File: config.mk
export PLATFORM = sky130hd
export DESIGN_NAME = dsg_unit
export DESIGN_NICKNAME = d
export VERILOG_FILES = /design/src/rtl/dsg_pkg.sv /design/src/rtl/dsg_decode.sv /design/src/rtl/dsg_seq.sv /design/src/rtl/dsg_store.sv /design/src/rtl/dsg_unit.sv
export SDC_FILE = /design/constraint.sdc
export NUM_CORES = 2
export LEC_CHECK = 0
export BUFFER_PORTS_ARGS = -buffer_cell sky130_fd_sc_hd__buf_2
export CAP_MARGIN = 0
export CORE_MARGIN = 4
export CORE_UTILIZATION = 60
export DETAILED_ROUTE_END_ITERATION = 12
export HOLD_SLACK_MARGIN = 0.12
export PLACE_DENSITY = 0.87
export SETUP_SLACK_MARGIN = 0.5
export SYNTH_ARGS = -nofsm -noshare
export SYNTH_HDL_FRONTEND = slang
export SYNTH_SLANG_ARGS = --single-unit
export TNS_END_PERCENT = 1
File: constraint.sdc
create_clock -name clk -period 7.9 [get_ports clk]
set_clock_uncertainty 0.1 [all_clocks]
set_input_delay 0 -clock clk [delete_from_list [all_inputs] [get_ports clk]]
set_output_delay 0 -clock clk [all_outputs]
set_load 0.005 [all_outputs]
File: src/rtl/dsg_pkg.sv
// Shared types and helpers for the draw state group unit.
// Assumes the 32-bit header word layout: group 28:24, mode 22:20, count 15:0.
package dsg_pkg;

    typedef struct packed {
        logic [4:0]  grp;
        logic [2:0]  mode;
        logic [15:0] count;
    } ds_hdr_t;

    typedef enum logic [1:0] {
        TGT_OTHER = 2'd0,
        TGT_HDR   = 2'd1,
        TGT_SEL   = 2'd2
    } dsg_tgt_e;

    // Extract the header fields from a raw word.
    function automatic ds_hdr_t hdr_unpack(input logic [31:0] w);
        ds_hdr_t h;
        h.grp   = w[28:24];
        h.mode  = w[22:20];
        h.count = w[15:0];
        return h;
    endfunction

    // Rebuild a word with only the header fields, other bits zero.
    function automatic logic [31:0] hdr_pack(input ds_hdr_t h);
        return {3'b000, h.grp, 1'b0, h.mode, 4'b0000, h.count};
    endfunction

endpackage

File: src/rtl/dsg_decode.sv
// Address computation and target decode for one register command.
// Purely combinational; assumes the caller qualifies the strobe with acceptance.
module dsg_decode #(
    parameter int          ADDR_W   = 12,
    parameter logic [11:0] HDR_ADDR = 12'h04a,
    parameter logic [11:0] SEL_ADDR = 12'h04b
) (
    input  logic [ADDR_W-1:0] off,
    input  logic [ADDR_W-1:0] imm,
    input  logic              preinc,
    input  logic              acc,
    output dsg_pkg::dsg_tgt_e tgt,
    output logic              wb_en,
    output logic [ADDR_W-1:0] wb_val
);
    import dsg_pkg::*;

    logic [ADDR_W-1:0] addr;

    // Sum the offset and immediate, then classify the target register.
    always_comb begin
        addr   = off + imm;
        wb_en  = acc && preinc;
        wb_val = addr;
        if (addr == ADDR_W'(HDR_ADDR))      tgt = TGT_HDR;
        else if (addr == ADDR_W'(SEL_ADDR)) tgt = TGT_SEL;
        else                                tgt = TGT_OTHER;
    end

endmodule

File: src/rtl/dsg_seq.sv
// Extra-read sequencer: after a command with N > 0, takes N words from the
// source stream and marks which of them are base words for the header group.
// Assumes a new command is only accepted when idle or on the final handshake.
module dsg_seq #(
    parameter int EXTRA_W    = 2,
    parameter int BASE_WORDS = 2
) (
    input  logic               clk,
    input  logic               rst_n,
    input  logic               acc,
    input  logic [EXTRA_W-1:0] n,
    input  logic               to_hdr,
    input  logic               src_valid,
    output logic               busy,
    output logic               last_hs,
    output logic               base_we,
    output logic               base_word
);
    logic [EXTRA_W-1:0] wptr;
    logic [EXTRA_W-1:0] n_lat;
    logic               hdr_lat;
    logic               hs;

    // Handshake, final-word and base-write qualification.
    always_comb begin
        hs        = busy && src_valid;
        last_hs   = hs && (wptr == n_lat - EXTRA_W'(1));
        base_we   = hs && hdr_lat && (int'(wptr) < BASE_WORDS);
        base_word = wptr[0];
    end

    // Sequence state: start on a command with N > 0, advance per taken word.
    always_ff @(posedge clk) begin
        if (!rst_n) begin
            busy    <= 1'b0;
            wptr    <= '0;
            n_lat   <= '0;
            hdr_lat <= 1'b0;
        end else if (acc && (n != '0)) begin
            busy    <= 1'b1;
            wptr    <= '0;
            n_lat   <= n;
            hdr_lat <= to_hdr;
        end else if (last_hs) begin
            busy    <= 1'b0;
            wptr    <= '0;
        end else if (hs) begin
            wptr    <= wptr + EXTRA_W'(1);
        end
    end

    AST_ENTER_BUSY: assert property (@(posedge clk) disable iff (!rst_n)
        acc && (n != '0) |=> busy);
    AST_STALL_HOLDS: assert property (@(posedge clk) disable iff (!rst_n)
        busy && !src_valid |=> busy && $stable(wptr));
    AST_N0_IDLE: assert property (@(posedge clk) disable iff (!rst_n)
        acc && (n == '0) && !busy |=> !busy);

endmodule

File: src/rtl/dsg_store.sv
// Entry storage, active mask and read-back registers.
// Assumes header and select writes never arrive in the same cycle; a base
// write in the select cycle is forwarded into the read-back value.
module dsg_store #(
    parameter int NGRP  = 32,
    parameter int GRP_W = $clog2(NGRP)
) (
    input  logic             clk,
    input  logic             rst_n,
    input  logic             hdr_we,
    input  logic [31:0]      hdr_wd,
    input  logic             sel_we,
    input  logic [GRP_W-1:0] sel_grp,
    input  logic             base_we,
    input  logic             base_word,
    input  logic [31:0]      base_data,
    output logic [NGRP-1:0]  act_mask,
    output logic [31:0]      rb_hdr,
    output logic [63:0]      rb_base
);
    import dsg_pkg::*;

    ds_hdr_t          hdr_mem [NGRP];
    logic [63:0]      base_mem [NGRP];
    logic [GRP_W-1:0] cur_grp;
    ds_hdr_t          new_hdr;
    logic [GRP_W-1:0] new_grp;
    logic [63:0]      sel_base;

    // Decode the incoming header and forward a same-cycle base write.
    always_comb begin
        new_hdr  = hdr_unpack(hdr_wd);
        new_grp  = new_hdr.grp[GRP_W-1:0];
        sel_base = base_mem[sel_grp];
        if (base_we && (cur_grp == sel_grp)) begin
            if (base_word) sel_base[63:32] = base_data;
            else           sel_base[31:0]  = base_data;
        end
    end

    // Header fields, mask bit and current group on a header write.
    always_ff @(posedge clk) begin
        if (!rst_n) begin
            for (int i = 0; i < NGRP; i++) hdr_mem[i] <= '0;
            act_mask <= '0;
            cur_grp  <= '0;
        end else if (hdr_we) begin
            hdr_mem[new_grp]  <= new_hdr;
            act_mask[new_grp] <= 1'b1;
            cur_grp           <= new_grp;
        end
    end

    // Base halves of the current group from the extra-read sequencer.
    always_ff @(posedge clk) begin
        if (!rst_n) begin
            for (int i = 0; i < NGRP; i++) base_mem[i] <= '0;
        end else if (base_we) begin
            if (base_word) base_mem[cur_grp][63:32] <= base_data;
            else           base_mem[cur_grp][31:0]  <= base_data;
        end
    end

    // Read-back registers, loaded only by a select write.
    always_ff @(posedge clk) begin
        if (!rst_n) begin
            rb_hdr  <= '0;
            rb_base <= '0;
        end else if (sel_we) begin
            rb_hdr  <= hdr_pack(hdr_mem[sel_grp]);
            rb_base <= sel_base;
        end
    end

    AST_MASK_MONO: assert property (@(posedge clk) disable iff (!rst_n)
        (act_mask & $past(act_mask)) == $past(act_mask));
    AST_HDR_BIT: assert property (@(posedge clk) disable iff (!rst_n)
        hdr_we |=> act_mask[$past(new_grp)]);
    AST_RB_HOLD: assert property (@(posedge clk) disable iff (!rst_n)
        !sel_we |=> $stable(rb_hdr) && $stable(rb_base));

endmodule

File: src/rtl/dsg_unit.sv
// Draw state group register unit top: accepts one register command at a
// time, decodes its target, sequences the extra source reads and keeps the
// group table. Assumes cmd_data carries the first source word of the command.
module dsg_unit #(
    parameter int          NGRP     = 32,
    parameter int          ADDR_W   = 12,
    parameter int          EXTRA_W  = 2,
    parameter logic [11:0] HDR_ADDR = 12'h04a,
    parameter logic [11:0] SEL_ADDR = 12'h04b
) (
    input  logic               clk,
    input  logic               rst_n,
    input  logic               cmd_valid,
    output logic               cmd_ready,
    input  logic [ADDR_W-1:0]  cmd_off,
    input  logic [ADDR_W-1:0]  cmd_imm,
    input  logic               cmd_preinc,
    input  logic [EXTRA_W-1:0] cmd_extra,
    input  logic [31:0]        cmd_data,
    output logic               off_wr_en,
    output logic [ADDR_W-1:0]  off_wr_val,
    input  logic               src_valid,
    output logic               src_ready,
    input  logic [31:0]        src_data,
    output logic               busy,
    output logic [NGRP-1:0]    act_mask,
    output logic [31:0]        rb_hdr,
    output logic [63:0]        rb_base
);
    import dsg_pkg::*;

    localparam int GRP_W = $clog2(NGRP);

    dsg_tgt_e tgt;
    logic     acc;
    logic     last_hs;
    logic     base_we;
    logic     base_word;

    // Command acceptance: idle, or the final extra word is taken this cycle.
    always_comb begin
        cmd_ready = !busy || last_hs;
        acc       = cmd_valid && cmd_ready;
        src_ready = busy;
    end

    dsg_decode #(
        .ADDR_W  (ADDR_W),
        .HDR_ADDR(HDR_ADDR),
        .SEL_ADDR(SEL_ADDR)
    ) u_dec (
        .off   (cmd_off),
        .imm   (cmd_imm),
        .preinc(cmd_preinc),
        .acc   (acc),
        .tgt   (tgt),
        .wb_en (off_wr_en),
        .wb_val(off_wr_val)
    );

    dsg_seq #(
        .EXTRA_W   (EXTRA_W),
        .BASE_WORDS(2)
    ) u_seq (
        .clk      (clk),
        .rst_n    (rst_n),
        .acc      (acc),
        .n        (cmd_extra),
        .to_hdr   (tgt == TGT_HDR),
        .src_valid(src_valid),
        .busy     (busy),
        .last_hs  (last_hs),
        .base_we  (base_we),
        .base_word(base_word)
    );

    dsg_store #(
        .NGRP (NGRP),
        .GRP_W(GRP_W)
    ) u_store (
        .clk      (clk),
        .rst_n    (rst_n),
        .hdr_we   (acc && (tgt == TGT_HDR)),
        .hdr_wd   (cmd_data),
        .sel_we   (acc && (tgt == TGT_SEL)),
        .sel_grp  (cmd_data[GRP_W-1:0]),
        .base_we  (base_we),
        .base_word(base_word),
        .base_data(src_data),
        .act_mask (act_mask),
        .rb_hdr   (rb_hdr),
        .rb_base  (rb_base)
    );

    AST_STALL_NO_CMD: assert property (@(posedge clk) disable iff (!rst_n)
        busy && !src_valid |-> !cmd_ready);
    AST_PREINC_ONLY: assert property (@(posedge clk) disable iff (!rst_n)
        off_wr_en |-> cmd_preinc && cmd_valid);

endmodule

After elaboration in Yosys (flattened, before gate mapping)
Memory sizes are Yosys's and may differ from the RTL's. A register that Yosys moved wholly into a read port is not among the register bits.
Index checks and enable logic that the tools add are counted.

word-level totals
  flip-flop bits (word level) = 107
  memory bits (writable) = 2,816
  input bits = 95
  memories kept = 2

memory list
  memory            depth  width  read ports  clocked after Yosys merged registers in  wr ports  line             source
  u_store.base_mem  32     64     1           0                                        32        dsg_store.sv:24  logic [63:0] base_mem [NGRP];
  u_store.hdr_mem   32     24     1           1                                        32        dsg_store.sv:23  ds_hdr_t hdr_mem [NGRP];

cells by class
  $add $sub $neg = 3
  $lt $le $gt $ge = 3
  equality and inequality tests = 6
  multiplexer cells = 27
  bitwise gates (word level) = 2
  reductions and logical operators = 19

operator list
  operator                                                               number
  64-bit 2-to-1 mux                                                      2
  32-bit 2-to-1 mux                                                      2
  64-bit OR reduction                                                    1
  32-bit OR                                                              1
  12-bit by 7-bit == test with 1-bit output, second input constant       2
  24-bit 2-to-1 mux                                                      1
  24-bit OR reduction                                                    1
  1-bit 2-to-1 mux                                                       16
  12-bit adder                                                           1
  1-bit logical AND                                                      11
  5-bit 2-to-1 mux                                                       2
  5-bit by 6-bit < comparator with 1-bit output, second input constant   1
  2-bit 2-to-1 mux                                                       3
  1-bit demux with 5-bit select                                          1
  5-bit == test                                                          1
  5-bit by 1-bit >= comparator with 1-bit output, second input constant  1
  2-bit nonzero test                                                     2
  3-bit OR reduction                                                     1
  2-bit by 1-bit adder with 2-bit output, second input constant          1
  2-bit by 1-bit == test with 1-bit output, second input constant        1
  2-bit == test                                                          1
  2-bit == test, second input constant                                   1
  1-bit zero test                                                        2
  2-bit < comparator, second input constant                              1
  3 further kinds                                                        3

Depth between registers and ports, before layout
  word-level depth = 11
  depth in mapped cells = 12
  depth with buffers taken out = 9

Modules after synthesis
Synthesis repeated with hierarchy kept, for this count alone.

second synthesis, totals
  cell total of the unflattened synthesis = 8,444
  area, all modules = 131,871.5 µm²

by module, submodules not included
  module      times used  cells an instance  area each (µm²)  sequential area each (µm²)
  dsg_store   1           8,326              130,909.3        87,063.5
  dsg_decode  1           82                 641.9            0.0
  dsg_seq     1           30                 261.5            120.1
  dsg_unit    1           6                  58.8             0.0

Worst setup path before layout
OpenSTA, ideal clock, no wires.

  path type = input to register
  start = input cmd_off[0]
  end = memory u_store.hdr_mem[22][0] (netlist name), enable pin
  setup time = 0.438 ns
  arrival = 4.074 ns
  data required time = 7.362 ns
  setup slack = 3.288 ns
  cell stages on the path = 11
  path buffers = 2
  cell sequence = ha_1 -> fa_1 -> a21o_1 -> a221oi_2 -> xnor2_1 -> nand4_1 -> a211oi_2 -> buf_2 -> nand4_2 -> clkbuf_1 -> o21ai_0

RTL lines
  what         line             source
  from (decl)  dsg_unit.sv:15   input logic [ADDR_W-1:0] cmd_off,
  to (decl)    dsg_store.sv:23

==> metrics.cfg <==
[floorplanning]
start_util = 0.606
dieHeight_um = 475
die_w_um = 475
rows = 170
io_pins = 239
fp.dieArea_um2 = 225000
core-area_um2 = 215000

[global_routing]
grt_first_pass_wirelength_mm = 548
grt_pass1_vias = 83800
grt_remaining_overflow = 0
grt_antenna_before_repair = 24
grt.total_usage = 0.333
grt_max_degree = 132

[cts]
cts_buffers = 305
clock_latency_ns = 0.98
cts_root_buffer = clkbuf_16
cts_max_path_buffers = 4
cts_tree = yes
path_clk_slew_ns = 0.06
cts_num_sinks = 2947
cts.repair.resized = 0
h-tree-depth = 5

[drt]
drt_drc_violations_left = 0
wl_per_cell_um = 31.6
routed_wl_mm = 377
drtIter0Drc = 14800
via_per_inst = 6.87
num_vias = 82000
antenna_left = 0
firstDrtPassIters = 9

[synthesis]
yosysMostFrequentCell = edfxtp_1
synthTopCellsByCount = edfxtp_1 (2816), and2_1 (2052), nor2_1 (752)
post_synth_num_cell_types = 59
synth_seq_area_share = 0.668
synth_area_leader_cell = edfxtp_1
synth_top_family_by_area = simple AND/OR/NAND/NOR gates
synthAdderAreaFrac = 0.00121
syn_area_um2 = 131000
ys_warn_count = 0
ys_ff_latch = 2947
syn_inst = 8765
synth_top_cell_area_share = 0.648
synth-main-ff-cell = edfxtp_1
synth_compound_area_frac = 0.0378
synth_edf_count = 2816
synthArstFlopShare = 0
muxShareOfSynthArea = 0.128
synthTopCellsByArea = edfxtp_1 (65%), mux4_2 (11%), and2_1 (9.8%), nor2_1 (2.2%), dfxtp_1 (2.0%)
synthSimpleGateAreaFrac = 0.137
synthXorXnorAreaFrac = 0.00106
syn_avg_cell_area_um2 = 14.9

[worst_setup_path]
path_cells = dlygate4sd3_1 > buf_2 > dlygate4sd3_1 > ha_1 > fa_1 > a21o_1 > a221oi_2 > xnor2_1 > nand4_1 > a211oi_4 > dlygate4sd3_1 > buf_4 > nand4_1 > o21ai_4
r2r_slack_ns = 2.65
reg2reg_to = u_store.hdr_mem[11][17]$_SDFFCE_PN0P_
cp-start-kind = primary input
crit-reg2reg-launch = u_seq.wptr[0]$_SDFFE_PP0P_
path_buf_inv = 5
critical_path.endpoint = u_store.hdr_mem[11][17]$_SDFFCE_PN0P_
path_depth = 14
crit_family = compound AO/OA/AOI/OAI gates
rr_worst_depth = 10
crit_start = cmd_imm[0]
worstPathRequired_ns = 8.30
end_kind = flip-flop
crit_type = primary input to flip-flop
critPathMaxStageDelay_ns = 1.40
worst_path_max_delay_cell = o21ai_4
critPathMaxFanout = 24
cp_common_cell = dlygate4sd3_1
arrival_ns = 6.39

[sta]
worst_slack_ns = 1.91
drv_slew = 0
rsz0062_at_grt = false
min_period_over_period = 0.759
tightest_slew_ns = 1.32
max_freq_ghz = 0.167
slew-limit-headroom = 0.114
final.setup.tns_ns = 0
setup_viol = 0
timing_hold_violations_final = 0
fin_crit_ns = 5.99

[place]
portBuffers = 222
place.gp.congestion = 0.911
dp_slack_ns = 2.54
dpl.hpwl_mm = 208
placed_area_um2 = 136000

[power]
ir_drop_mv = 0.284
p_leak_nw = 51.6
power_density_nw_per_um2 = 233

[worst_hold_path]
whs_path_depth = 4
min_path_type = primary input to flip-flop
min_from = cmd_data[8]

[final_layout]
stdcell_area_um2 = 146000
nets = 8980
drive_gt1_frac = 0.189
area_growth_pct = 11.7

[run]
maxCapViolations = 0

[run_status]
status = finished, final reports clean

per-stage QoR:
step                      power (W)  instances  hold slack [ns]  utilization
after floorplan              0.0195       8852           0.0318            -
after global placement       0.0203      11300            0.201        0.629
after detailed placement     0.0204      11300            0.201        0.629
after CTS                    0.0339      11900            0.120        0.677
after global routing         0.0347      11900            0.177        0.677
final                        0.0340      11900            0.189        0.677
routing by layer:
layer / track usage / vias to the layer above / wire (um)
li1: - / 32300 / -
met1: 0.407 / 40400 / 116000
met2: 0.522 / 7602 / 177000
met3: 0.104 / 1675 / 55400
met4: 0.208 / 8 / 28800
met5: 0.00216 / - / 112
cell usage in the layout (no fill, tap or decap), types with 12 or more instances in the layout:
cell	synthesis	layout
a21oi_1	86	86
a221o_1	52	52
a221oi_1	48	48
a22oi_1	328	328
and2_1	2052	2052
buf_2	84	218
buf_4	10	241
bufinv_16	0	12
clkbuf_1	695	71
clkbuf_16	0	315
clkinv_1	1	46
clkinv_2	0	45
conb_1	1	88
dfxtp_1	131	131
dlygate4sd3_1	0	112
edfxtp_1	2816	2816
inv_1	27	27
mux2i_1	190	190
mux4_2	656	656
nand2_1	398	397
nand4_1	35	35
nor2_1	752	692
nor2_2	0	53
nor3_1	46	40
o21ai_0	168	72
o21ai_4	0	88
kinds of logic after synthesis:
logic type	count (synthesis)
xor gates and xnor gates	15
DFF	2947
AOI/OAI and AO/OA	712
other	1
muxes	847
adders and majority gates	12
buffers and inverters	898
and+or+nand+nor	3333
worst min-delay path by stage:
| stage | end | slack (ns) |
|---|---|---|
| 2_1_floorplan | off_wr_en | 0.03 |
| 3_3_place_gp | off_wr_en | 0.20 |
| 3_5_place_dp | off_wr_en | 0.20 |
| 4_1_cts | u_store.hdr_mem[27][7]$_SDFFCE_PN0P_ | 0.12 |
| 5_1_grt | u_store.hdr_mem[27][7]$_SDFFCE_PN0P_ | 0.18 |
| 6_report | u_store.hdr_mem[11][8]$_SDFFCE_PN0P_ | 0.19 |
layout make-up:
class                   instances  area [um2]
multi-input cells            5007       41500
well taps                    2838        3550
flip-flops and latches       2947       87200
diodes                          8        20.0
repair buffers                584        4270
clock inverters               122         928
inverters                      28         105
clock buffers                 396        8270
fillers                     12700       69600
repair_timing:
action                     in CTS  in global routing
setup endpoints to repair       0                  0
hold buffers                  112                  0
hold endpoints to repair     3019                  0
buffers inserted                0                  0
power breakdown:
part	internal, W	switching (W)
Combinational	0.000817	0.00162
Clock	0.00775	0.00591
Sequential	0.0177	0.000200
Total	0.0262	0.00773
worst register-to-register path: stages, from the launching register on:
cell and delay [ns]:
dfxtp_1 0.31, buf_4 0.26, nor2b_1 0.27, mux2i_1 0.11
o21ai_1 0.31, nand3b_1 0.17, a21oi_1 0.16, dlygate4sd3_1 0.56
buf_4 0.27, nand4_1 0.89, o21ai_4 1.40
sequential cells by signal (all words and copies together) (netlist names):
signal	count
u_store.hdr_mem	768
u_seq.hdr_lat	1
u_store.act_mask	32
u_seq.wptr	2
u_store.cur_grp	5
u_seq.n_lat	2
u_store.rb_base	64
u_store.base_mem	2048
u_seq.busy	1
u_store.rb_hdr	24
(Power assumes the default switching activity.)
